<file path="src/rtl/seg_pkg.sv">
// Shared encodings for the segmented address generator.
// Assumes a 2-bit segment code and a 3-bit base-kind code.
package seg_pkg;

    typedef enum logic [1:0] {
        SEG_ES = 2'd0,
        SEG_CS = 2'd1,
        SEG_SS = 2'd2,
        SEG_DS = 2'd3
    } seg_e;

    typedef enum logic [2:0] {
        BASE_IP  = 3'd0,
        BASE_SP  = 3'd1,
        BASE_BP  = 3'd2,
        BASE_BX  = 3'd3,
        BASE_SI  = 3'd4,
        BASE_DI  = 3'd5,
        BASE_DIR = 3'd6,
        BASE_GEN = 3'd7
    } base_e;

    localparam int NUM_SEG = 4;

endpackage

</file>
<file path="src/rtl/seg_regfile.sv">
// Holds the four segment bases and the instruction pointer.
// Direct writes reach every base except the code base. The code base and
// the pointer load together on a far transfer. Reset is synchronous and
// active low.
module seg_regfile
    import seg_pkg::*;
#(
    parameter int SEG_W  = 16,
    parameter int OFS_W  = 16,
    parameter logic [SEG_W-1:0] CS_RST = '1
) (
    input  logic                         clk,
    input  logic                         rst_n,
    input  logic                         seg_we,
    input  logic [1:0]                   seg_wsel,
    input  logic [SEG_W-1:0]             seg_wdata,
    input  logic                         far_ld,
    input  logic [SEG_W-1:0]             far_cs,
    input  logic [OFS_W-1:0]             far_ip,
    input  logic                         ip_we,
    input  logic [OFS_W-1:0]             ip_wdata,
    output logic [NUM_SEG-1:0][SEG_W-1:0] seg_q,
    output logic [OFS_W-1:0]             ip_q
);

    for (genvar g = 0; g < NUM_SEG; g++) begin : g_seg
        localparam logic [1:0] IDX = 2'(g);
        if (IDX == SEG_CS) begin : g_code
            // Code base: changed only by a far transfer.
            always_ff @(posedge clk) begin
                if (!rst_n)      seg_q[g] <= CS_RST;
                else if (far_ld) seg_q[g] <= far_cs;
            end
        end else begin : g_data
            // Other bases: loaded by a matching direct write.
            always_ff @(posedge clk) begin
                if (!rst_n)                         seg_q[g] <= '0;
                else if (seg_we && seg_wsel == IDX) seg_q[g] <= seg_wdata;
            end
        end
    end

    // Instruction pointer: a far load wins over a near load.
    always_ff @(posedge clk) begin
        if (!rst_n)      ip_q <= '0;
        else if (far_ld) ip_q <= far_ip;
        else if (ip_we)  ip_q <= ip_wdata;
    end

endmodule

</file>
<file path="src/rtl/seg_select.sv">
// Picks the segment code for one access. Fetch always takes the code
// segment. A valid override applies to data accesses only. Otherwise
// stack-relative bases take the stack segment and all others the data
// segment.
module seg_select
    import seg_pkg::*;
(
    input  logic [2:0] acc_base,
    input  logic       ovr_valid,
    input  logic [1:0] ovr_seg,
    output logic [1:0] seg_sel
);

    // Priority: fetch, then override, then default by base kind.
    always_comb begin
        unique case (base_e'(acc_base))
            BASE_IP:          seg_sel = SEG_CS;
            BASE_SP, BASE_BP: seg_sel = ovr_valid ? ovr_seg : SEG_SS;
            default:          seg_sel = ovr_valid ? ovr_seg : SEG_DS;
        endcase
    end

endmodule

</file>
<file path="src/rtl/phys_adder.sv">
// Forms base * 2^SHIFT + offset and keeps the low ADDR_W bits, so the
// result wraps at the top of the address space.
// Assumes OFS_W <= SEG_W + SHIFT.
module phys_adder #(
    parameter int SEG_W = 16,
    parameter int OFS_W = 16,
    parameter int SHIFT = 4,
    localparam int ADDR_W = SEG_W + SHIFT
) (
    input  logic [SEG_W-1:0]  base,
    input  logic [OFS_W-1:0]  ofs,
    output logic [ADDR_W-1:0] addr
);

    // Shifted base plus zero-extended offset, modulo 2^ADDR_W.
    always_comb addr = {base, {SHIFT{1'b0}}} + ADDR_W'(ofs);

endmodule

</file>
<file path="src/rtl/str_stepper.sv">
// Next string index: moves one element up or down according to the
// direction flag. The element is either a byte or a word. The result
// wraps in OFS_W bits.
module str_stepper #(
    parameter int OFS_W = 16
) (
    input  logic [OFS_W-1:0] idx,
    input  logic             word,
    input  logic             dir,
    output logic [OFS_W-1:0] nxt
);

    logic [OFS_W-1:0] step;

    // Element size in bytes.
    always_comb step = word ? OFS_W'(2) : OFS_W'(1);

    // Decrement when the direction flag is set, increment otherwise.
    always_comb nxt = dir ? (idx - step) : (idx + step);

endmodule

</file>
<file path="src/rtl/seg_addr_gen.sv">
// Top level of the segmented physical address generator.
// Holds the bases and the instruction pointer, picks a segment per
// access, forms the wrapped physical address and steps string indexes.
// Address and step outputs are combinational. Register updates land at
// the next clock edge.
module seg_addr_gen
    import seg_pkg::*;
#(
    parameter int SEG_W = 16,
    parameter int OFS_W = 16,
    parameter int SHIFT = 4,
    localparam int ADDR_W = SEG_W + SHIFT
) (
    input  logic              clk,
    input  logic              rst_n,
    input  logic              seg_we,
    input  logic [1:0]        seg_wsel,
    input  logic [SEG_W-1:0]  seg_wdata,
    input  logic              far_ld,
    input  logic [SEG_W-1:0]  far_cs,
    input  logic [OFS_W-1:0]  far_ip,
    input  logic              ip_we,
    input  logic [OFS_W-1:0]  ip_wdata,
    input  logic [2:0]        acc_base,
    input  logic [OFS_W-1:0]  offset,
    input  logic              ovr_valid,
    input  logic [1:0]        ovr_seg,
    input  logic [OFS_W-1:0]  str_idx,
    input  logic              str_word,
    input  logic              dir_flag,
    output logic [ADDR_W-1:0] phys_addr,
    output logic [1:0]        seg_used,
    output logic [SEG_W-1:0]  cs_o,
    output logic [OFS_W-1:0]  ip_o,
    output logic [OFS_W-1:0]  str_next
);

    logic [NUM_SEG-1:0][SEG_W-1:0] seg_q;
    logic [OFS_W-1:0]              ip_q;
    logic [1:0]                    sel;
    logic [OFS_W-1:0]              eff_ofs;

    seg_regfile #(
        .SEG_W (SEG_W),
        .OFS_W (OFS_W)
    ) u_regs (
        .clk       (clk),
        .rst_n     (rst_n),
        .seg_we    (seg_we),
        .seg_wsel  (seg_wsel),
        .seg_wdata (seg_wdata),
        .far_ld    (far_ld),
        .far_cs    (far_cs),
        .far_ip    (far_ip),
        .ip_we     (ip_we),
        .ip_wdata  (ip_wdata),
        .seg_q     (seg_q),
        .ip_q      (ip_q)
    );

    seg_select u_sel (
        .acc_base  (acc_base),
        .ovr_valid (ovr_valid),
        .ovr_seg   (ovr_seg),
        .seg_sel   (sel)
    );

    // Fetch takes its offset from the instruction pointer.
    always_comb eff_ofs = (base_e'(acc_base) == BASE_IP) ? ip_q : offset;

    phys_adder #(
        .SEG_W (SEG_W),
        .OFS_W (OFS_W),
        .SHIFT (SHIFT)
    ) u_add (
        .base (seg_q[sel]),
        .ofs  (eff_ofs),
        .addr (phys_addr)
    );

    str_stepper #(
        .OFS_W (OFS_W)
    ) u_step (
        .idx  (str_idx),
        .word (str_word),
        .dir  (dir_flag),
        .nxt  (str_next)
    );

    // Expose the chosen segment and the code-side state.
    always_comb begin
        seg_used = sel;
        cs_o     = seg_q[SEG_CS];
        ip_o     = ip_q;
    end

endmodule

</file>
<file path="config.mk">
export PLATFORM = sky130hd
export DESIGN_NAME = seg_addr_gen
export DESIGN_NICKNAME = d
export VERILOG_FILES = /design/src/rtl/seg_pkg.sv /design/src/rtl/seg_regfile.sv /design/src/rtl/seg_select.sv /design/src/rtl/phys_adder.sv /design/src/rtl/str_stepper.sv /design/src/rtl/seg_addr_gen.sv
export SDC_FILE = /design/constraint.sdc
export NUM_CORES = 1
export LEC_CHECK = 0
export ABC_AREA = 1
export BUFFER_PORTS_ARGS = -buffer_cell sky130_fd_sc_hd__buf_2
export CAP_MARGIN = 20
export CORE_UTILIZATION = 42
export CTS_BUF_LIST = sky130_fd_sc_hd__clkbuf_4
export CTS_CLUSTER_DIAMETER = 30
export DETAILED_ROUTE_END_ITERATION = 16
export PLACE_DENSITY = 0.64
export SLEW_MARGIN = 20
export SYNTH_ARGS = -nofsm -noshare
export SYNTH_HDL_FRONTEND = slang
export SYNTH_HIERARCHICAL = 1
export SYNTH_SLANG_ARGS = --single-unit
</file>
<file path="constraint.sdc">
create_clock -name clk -period 5.8 [get_ports clk]
set_input_delay 0.87 -clock clk [delete_from_list [all_inputs] [get_ports clk]]
set_output_delay 0.87 -clock clk [all_outputs]
set_load 0.02 [all_outputs]
</file>
# After elaboration in Yosys (flattened, before gate mapping)
# Index checks and enable logic that the tools add are counted.
[word_totals] out_inout_bits=70 register_bits=80 word_cells=30 input_bits=111
[op_classes] mux=10 n_reduce_logical=7 add_sub_neg=3 n_lt_le_gt_ge=1 n_eq_ne=4
[op_table] operator="$mux 16" n=5
[op_table] operator="$bmux 16 s2" n=1
[op_table] operator="$add 20x16->20" n=1
[op_table] operator="$add 16x16->16" n=1
[op_table] operator="$sub 16x16->16" n=1
[op_table] operator="$mux 2" n=3
[op_table] operator="$eq 2x2->1 const B" n=2
[op_table] operator="$pmux 2 s2" n=1
[op_table] operator="$eq 3x1->1 const B" n=1
[op_table] operator="$eq 3x2->1 const B" n=1
[op_table] operator="$logic_and 1x1->1" n=3
[op_table] operator="$logic_not 3->1" n=1
[op_table] operator="$lt 2x3->1 const B" n=1
[op_table] operator="$logic_not 2->1" n=1
[op_table] operator="$reduce_bool 2->1" n=1
[op_table] operator="$reduce_or 2->1" n=1

# Depth between registers and ports, before layout
# Gate-level depths: netlist of the first run.
[depth] word_depth=6 mapped_depth=21 mapped_depth_nobuf=19

# Modules after synthesis
# Netlist of the first run, hierarchy kept.
[by_module_without_submodules] module="seg_regfile" area_each_um2=3323.2 instances=1 cells_each=457 seq_area_each_um2=1601.5
[by_module_without_submodules] module="seg_addr_gen" area_each_um2=1029.7 instances=1 cells_each=242 seq_area_each_um2=0.0
[by_module_without_submodules] module="str_stepper" area_each_um2=924.6 instances=1 cells_each=183 seq_area_each_um2=0.0
[by_module_without_submodules] module="phys_adder" area_each_um2=862.1 instances=1 cells_each=168 seq_area_each_um2=0.0
[by_module_without_submodules] module="seg_select" area_each_um2=60.1 instances=1 cells_each=14 seq_area_each_um2=0.0

# Least setup slack after synthesis of the first run
# No wires, ideal clock.
[synth_timing] kind="input-to-output" startpoint="in acc_base[0]" endpoint="out phys_addr[12]" t_arrival_ns=3.099 path_slack_ns=1.831 required_time_ns=4.930 cell_stages=16 n_path_buf=2 cell_sequence="nor2_1 -> a21boi_1 -> nand2_1 -> buf_2 -> buf_2 -> nand2_1 -> nand3_1 -> nand2_1 -> ha_1 -> fa_1 -> nand2_1 -> nand2_1 -> and2_4 -> nand2_1 -> nand2_1 -> xor2_1"
[synth_between] elab_chain_len=6 elab_cells_between_ends=9 classes_between="add/sub: 1; eq/ne: 2; mux: 4; reduce/logical: 2"
[synth_rtl] item="from (decl)" line="seg_addr_gen.sv:24" source="input logic [2:0] acc_base,"
[synth_rtl] item="$eq 3x1->1 or $eq 3x2->1 (tied branches)" line="seg_select.sv:16" source="unique case (base_e'(acc_base))"
[synth_rtl] item="$reduce_or 2->1" line="seg_select.sv:16"
[synth_rtl] item="$pmux 2 s2 (*)" line="seg_select.sv:16"
[synth_rtl] item="named net seg_used[0]" line="seg_addr_gen.sv:32" source="output logic [1:0] seg_used,"
[synth_rtl] item="$bmux 16 s2 (*)" line="seg_addr_gen.sv:76" source=".base (seg_q[sel]),"
[synth_rtl] item="$mux 16 (not written as such) (*)" line="seg_addr_gen.sv:76"
[synth_rtl] item="$add 20x16->20 (*)" line="phys_adder.sv:16" source="always_comb addr = {base, {SHIFT{1'b0}}} + ADDR_W'(ofs);"
[synth_rtl] item="to (decl)" line="seg_addr_gen.sv:31" source="output logic [ADDR_W-1:0] phys_addr,"
# The timed path passes the listed nets; every way through them passes the cells marked *. The select of a mux whose other input is x is not followed.

# Worst setup path after layout of the first run
[layout_timing] startpoint="in acc_base[2]" endpoint="out phys_addr[14]"
[layout_between] elab_chain_len=6 elab_cells_between_ends=9 classes_between="add/sub: 1; eq/ne: 2; mux: 4; reduce/logical: 2"
[layout_rtl] item="$eq 3x1->1 or $eq 3x2->1 (tied branches)" line="seg_select.sv:16"
[layout_rtl] item="$reduce_or 2->1" line="seg_select.sv:16"
[layout_rtl] item="$pmux 2 s2" line="seg_select.sv:16"
[layout_rtl] item="$bmux 16 s2" line="seg_addr_gen.sv:76"
[layout_rtl] item="$mux 16 (not written as such)" line="seg_addr_gen.sv:76"
[layout_rtl] item="$add 20x16->20 (*)" line="phys_adder.sv:16"
# Mark *: on every way between the ends. The rest lies on a longest branch, timed or not. The select of a mux whose other input is x is not followed.

==> summary.txt, run 1 <==
Run status
  • Status: finished clean

Drt
  • Pre-antenna DRT Iters: 5
  • WL per Instance: 12.33 microns
  • Via-to-Cell Ratio: 4.776
  • Via count: 6662
  • WL final: 17200 microns
  • Drc violations: 0
  • DRT iter0 DRCs: 350
  • Antenna Nets Post-Route: 0

CTS
  • CTS H-tree lvls: 3
  • Postcts setup bufs: 0
  • Clock Sinks: 80
  • CTS tree: yes
  • Num CTS Buffers: 9
  • Max Root-Sink Buffers: 2
  • CTS resizes: 0
  • Clk slew on worst S/H paths: 0.12 ns
  • Hold-fix buffers at CTS: 0
  • Clk_lat worst skew: 0.46 ns
  • Root buffer cell: clkbuf_4

Logic synthesis
  • Flops & latches, synth: 80
  • Mapped Avg Cell Area: 5.827 sq um
  • Synth top area share: 0.2583
  • Syn Std Cell Area: 6200 sq um
  • Syn nets: 1204
  • Synth Instances: 1064
  • Post-synthesis cell type count: 30
  • Yosys warns: 6
  • Leading post-synthesis cells by cell area: dfxtp_1 26%, nand2_1 25%, inv_1 11%, nand3_1 9.5%, ha_1 5.4%
  • Biggest area consumer among synthesized cells: dfxtp_1
  • Post-synthesis sequential area ratio: 0.2583

Worst hold path
  • Hold Crit Depth: 2
  • Hold Startpoint: u_regs/seg_q[60]
  • Hold Path End: u_regs/seg_q[60]
  • Worst hold path type: reg2reg

Timing
  • Setup TNS: 0 ns
  • Final hold vios: 0
  • Worst clock skew: 0 ns
  • Least-Margin Pin Slew: 0.9360 ns
  • Final Max Tran Viols: 0
  • Max-slew headroom: 0.3760
  • Fin crit share: 0.7777
  • Max Freq: 221.7 MHz
  • RSZ-0062 raised after global routing: false
  • Crit path time final: 4.511 ns
  • Final Setup Violations: 0

Finish
  • Total Nets Final: 1346
  • Fillers: 1596
  • Synth-to-layout area growth: 16.23%
  • Final core utilization: 0.4977
  • # diodes: 0
  • Share of cells above drive strength 1: 0.1817

Floorplan
  • Core footprint: 14480 sq um
  • Die Width: 123.5 microns
  • Die area: 15250 sq um
  • Initial Util: 0.4282
  • Die Y: 123.5 microns
  • Num rows: 44
  • Io pins: 181

Pwr
  • Pwr dens: 222.7 nW/um^2
  • Leak pwr: 0.004252 uW
  • VDD IR-drop max: 126.8 uV

Job
  • Max_cap viols: 0

Placed design
  • Routability cong.: 0.8356
  • Detailed Place HPWL: 12730 microns
  • Buffers on Ports: 180

Critical path
  • Setup crit start kind: input port
  • Worst reg2reg path startpoint: u_regs/ip_q[12]
  • CP Max Fanout: 34
  • Worst path required time: 4.93 ns
  • Crit. End Element: primary output
  • Arrival @ worst endpoint: 3.64 ns
  • Reg2reg end: u_regs/ip_q[12]
  • Setup Crit Path Kind: in2out
  • Reg2Reg Depth: 4
  • R2r setup slk: 5.07 ns

Global route
  • First-pass GRT wire length: 27270 microns
  • Largest net degree at the start of global routing: 81
  • Global Route Usage Sum: 0.2285
  • GRT Residual Overflow: 0
  • Initial antenna violation count: 0
  • Vias in the first global route: 5683
==> placed cells by master, fill, tap and decap left out, types with 2 or more instances in the layout <==
cell,instances
nand2_1,411
buf_2,180
inv_1,176
nand3_1,118
dfxtp_1,80
nor2_1,68
a21oi_1,32
ha_1,27
nand4_1,19
nand3b_1,18
a21boi_1,17
xor2_1,11
clkbuf_4,9
inv_2,6
nand2_2,6
xnor2_1,4
buf_4,3
nor3_2,3
nor3_1,3
clkinv_1,2
clkinv_4,2
or2_1,2
fa_1,2
nor2_4,2
nand3_2,2
==> state kept, by name, summed over array words and instances, names as in the netlist <==
register      count
u_regs/ip_q      16
u_regs/seg_q     64
==> worst max-delay path by stage <==
stage                 from             to  slack (ns)  depth (start not counted)
2_1_floorplan  acc_base[0]  phys_addr[12]        1.83                         16
3_3_place_gp   acc_base[1]  phys_addr[14]        1.36                         21
3_5_place_dp   acc_base[2]  phys_addr[14]        1.31                         19
4_1_cts        acc_base[2]  phys_addr[14]        1.31                         19
5_1_grt        acc_base[2]  phys_addr[14]        0.96                         20
6_report       acc_base[2]  phys_addr[14]        1.29                         19
==> kinds of logic after synthesis <==
logic type               share of synthesized area
AO/OA/AOI/OAI                              0.04642
buffers and inverters                       0.1572
flip-flops                                  0.2583
AND/OR/NAND/NOR                             0.4559
adder cells (fa/ha/maj)                    0.06095
XOR/XNOR                                   0.02119
==> final cells by class <==
cell class | instances | area [sq um] | area share
well taps | 184 | 230.2 | 0.03195
flip-flops and latches | 80 | 1602 | 0.2223
repair buffers | 183 | 923.4 | 0.1281
inverters | 183 | 688.2 | 0.09550
clock buffers | 9 | 67.56 | 0.009377
clock inverters | 7 | 71.32 | 0.009898
multi-input cells | 749 | 3623 | 0.5029
==> critical path, cell delays in order <==
cell and delay [ns]:
buf_2 0.15, clkinv_2 0.08, a21boi_1 0.14, nand2_1 0.06, buf_4 0.23, inv_2 0.42, nand2_1 0.10, nand3_1 0.09
nand2_1 0.06, ha_1 0.22, fa_1 0.41, nand2_1 0.08, nand2_1 0.08, nand3b_1 0.09, nand2_1 0.10, nand2_1 0.09
nand3_1 0.07, nand2_1 0.09, buf_2 0.16
==> layer usage <==
| layer | wire length [microns] | vias to the layer above | global-route usage |
|---|---|---|---|
| li1 | - | 3530 | - |
| met1 | 8116 | 2939 | 0.3083 |
| met2 | 7940 | 178 | 0.3677 |
| met3 | 957 | 15 | 0.04336 |
| met4 | 181 | 0 | 0.06777 |
| met5 | 0 | - | 0 |
==> where the power goes <==
group / switching, uW / internal (uW)
combinational: 428 / 226
clock: 218 / 131
sequential: 20.7 / 580
total: 667 / 938
==> cells in the mapped netlist <==
library cell / count
nor2_1: 68
and2_4: 1
inv_2: 6
buf_1: 3
xnor2_1: 4
nand3b_1: 18
dfxtp_1: 80
a21boi_1: 17
nand2_1: 411
fa_1: 2
nand2_2: 6
inv_1: 176
buf_6: 1
nand2_4: 1
nor3_2: 3
clkbuf_1: 11
buf_2: 22
nand3_1: 118
nor3_1: 3
nand3_2: 2
nor2_8: 1
clkinv_2: 1
xor2_1: 11
nor2_4: 2
a21oi_1: 32
and2_1: 1
ha_1: 27
or2_1: 2
nand4_1: 19
buf_4: 15
==> through the flow <==
step           setup slack [ns]  hold WS (ns)  power [uW]  cell area (sq um)  instances
2_1_floorplan             1.831        0.4432        1071               6200       1064
3_3_place_gp              1.360        0.4536        1264               7067       1379
3_5_place_dp              1.310        0.4547        1268               7067       1379
4_1_cts                   1.305        0.4745        1618               7206       1395
5_1_grt                  0.9593        0.4881        1724               7206       1395
6_report                  1.289        0.4734        1605               7206       1395
Power figures use the tool's default switching activity.
==> inputs of run 2 (changes only) <==
==> constraint.sdc (replaced) <==
create_clock -name clk -period 4.6 [get_ports clk]
set_input_delay 0.69 -clock clk [delete_from_list [all_inputs] [get_ports clk]]
set_output_delay 0.69 -clock clk [all_outputs]
set_load 0.02 [all_outputs]
==> summary.txt, run 2 (synthesis results as in run 1) <==
Critical path
  • Worst path required time: 3.91 ns (-1.02 ns)
  • Arrival @ worst endpoint: 3.19 ns (-0.45 ns)
  • Setup crit start kind: input port
  • Worst-path cell chain: buf_2, nor2_1, a21boi_1, nand2_1, buf_4, nand2_1, nand3_1, nand2_1, ha_1, fa_1, nand2_1, nand2_1, nand3b_1, nand2_1, nand2_1, nand3_1, nand2_1, buf_2
  • CP most frequent cell: nand2_1
  • Crit. End Element: primary output
  • CP Max Fanout: 33 (-2.9%)
  • CP max stage delay: 0.40 ns (-0.02 ns)
  • Slowest cell on the critical path: fa_1
  • Worst reg2reg path startpoint: u_regs/ip_q[13]
  • Crit path from: acc_base[1]
  • Setup Crit Path Kind: in2out

Finish
  • Final core utilization: 0.4981 (about the same)
  • Fin area: 7212 sq um (about the same)
  • Total Nets Final: 1347 (+0.074%)
  • Max reg flops: 64 (unchanged)
  • Share of cells above drive strength 1: 0.1832 (+0.001500)
  • Biggest regs: u_regs/seg_q x64, u_regs/ip_q x16
  • Most flops, register: u_regs/seg_q
  • Commonest non-fill, non-tap cell in the layout: nand2_1
  • Commonest cells after routing, fill and taps aside: 411 x nand2_1, 180 x buf_2, 176 x inv_1, 118 x nand3_1, 80 x dfxtp_1
  • Fin cells: 1397 (+0.14%)
  • Synth-to-layout area growth: 16.33% (about the same)

Timing
  • Final Max Tran Viols: 0 (unchanged)
  • Final worst slack: 0.7187 ns (-0.5703 ns)
  • Least-Margin Pin Slew: 0.9307 ns (-0.005264 ns)
  • Fin crit share: 0.8438
  • RSZ-0062 raised after global routing: false
  • Max Freq: 257.6 MHz
  • Worst clock skew: 0 ns (unchanged)
  • Final Setup Violations: 0 (unchanged)
  • Max-slew headroom: 0.3795 (+0.003509)
  • Crit path time final: 3.881 ns
  • Setup TNS: 0 ns (unchanged)
  • Final hold vios: 0 (unchanged)

Worst hold path
  • Worst hold path type: in2reg
  • Hold Startpoint: far_cs[2]

Floorplan
  • Io pins: 181 (unchanged)
  • Die Width: 123.5 microns (unchanged)
  • Num rows: 44 (unchanged)
  • Die area: 15250 sq um (unchanged)
  • Die Y: 123.5 microns (unchanged)
  • Core footprint: 14480 sq um (unchanged)
  • Initial Util: 0.4282 (unchanged)

Run status
  • Status: finished clean

CTS
  • Clk slew on worst S/H paths: 0.14 ns (+0.02 ns)
  • CTS H-tree lvls: 3 (unchanged)
  • Root buffer cell: clkbuf_4
  • Postcts setup bufs: 0 (unchanged)
  • Clock Sinks: 80 (unchanged)
  • Hold-fix buffers at CTS: 0 (unchanged)
  • CTS resizes: 0 (unchanged)
  • Max Root-Sink Buffers: 2 (unchanged)
  • Num CTS Buffers: 9 (unchanged)
  • Clk_lat worst skew: 0.45 ns (about the same)
  • CTS tree: yes

Placed design
  • Pre-CTS setup slack: 0.7263 ns (-0.5839 ns)
  • Buffers on Ports: 180 (unchanged)
  • Post-placement cell area: 7074 sq um (+0.11%)
  • Placed cells: 1380 (+0.073%)
  • Detailed Place HPWL: 12770 microns (+0.26%)
  • Routability cong.: 0.8846 (+5.9%)

Pwr
  • Clock Power Share: 0.210 (-0.008)
  • Comb pwr share: 0.413 (+0.005)
  • Leak pwr: 0.004259 uW (+0.17%)
  • Psw: 821.4 uW (+23%)
  • Switching share of power: 0.4093 (-0.006359)
  • VDD IR-drop max: 149.1 uV (+18%)
  • Pwr dens: 278.3 nW/um^2 (+25%)
  • Internal power: 1186 uW (+26%)
  • Share of total power in sequential cells: 0.377 (+0.003)

Global route
  • Initial antenna violation count: 1 (+1)
  • GRT Residual Overflow: 0 (unchanged)
  • Vias in the first global route: 5858 (+3.1%)
  • Global Route Usage Sum: 0.2291 (+0.0006344)
  • First-pass GRT wire length: 27370 microns (+0.38%)
  • Largest net degree at the start of global routing: 51 (-37%)

Drt
  • Antenna Nets Post-Route: 0 (unchanged)
  • WL final: 17210 microns (about the same)
  • Via-to-Cell Ratio: 4.777 (about the same)
  • Met1 wire length: 7946 microns (-2.1%)
  • Drc violations: 0 (unchanged)
  • WL per Instance: 12.32 microns (about the same)
  • Pre-antenna DRT Iters: 5 (unchanged)
  • Uppermost layer routed: met4
  • Routed wl met2: 7865 microns (-0.94%)
  • DRT iter0 DRCs: 276 (-21%)
  • Via count: 6674 (+0.18%)
  • WL met3: 1116 microns (+17%)

Job
  • Max_cap viols: 0 (unchanged)
## run 2: stage by stage
stage / power, uW / hold slack, ns
detailed placement: 1601 / 0.4551
finish: 2007 / 0.4301
CTS: 2029 / 0.4068
global placement: 1598 / 0.4526
floorplan: 1351 / 0.4432
global route: 2162 / 0.4098
## run 2: final cells by class
type                    instances  area (sq um)
multi-input cells             749          3623
diodes                          1         2.502
flip-flops and latches         80          1602
clock buffers                  10         75.07
well taps                     184         230.2
repair buffers                184         930.9
clock inverters                 6         60.06
inverters                     183         688.2
fillers                      1589          7267
## run 2: worst max-delay path: cells and delay by family
| family | cells | cell delay, ns |
|---|---|---|
| compound gates | 1 | 0.09 |
| fa+ha+maj | 2 | 0.62 |
| buf+inv | 3 | 0.66 |
| simple gates | 12 | 1.14 |
## run 2: worst paths after layout
path	endpoint	slack (ns)	cells after the start
hold reg to reg	u_regs/seg_q[55]	0.47	2
setup / recovery	phys_addr[14]	0.72	18
setup reg to reg	u_regs/ip_q[13]	3.90	4
hold / removal	u_regs/seg_q[18]	0.43	3
## run 2: power groups by stage
stage	logic, uW	registers, uW	clock network, uW
2_1_floorplan	562	789	0
3_3_place_gp	826	772	0
3_5_place_dp	829	772	0
4_1_cts	832	756	440
5_1_grt	936	762	464
6_report	829	756	422
## run 2: layer usage
| metal | vias to the layer above | GRT usage |
|---|---|---|
| met5 | - | 0 |
| met4 | 0 | 0.07078 |
| met3 | 21 | 0.03875 |
| met2 | 196 | 0.3774 |
| met1 | 2930 | 0.3040 |
| li1 | 3527 | - |
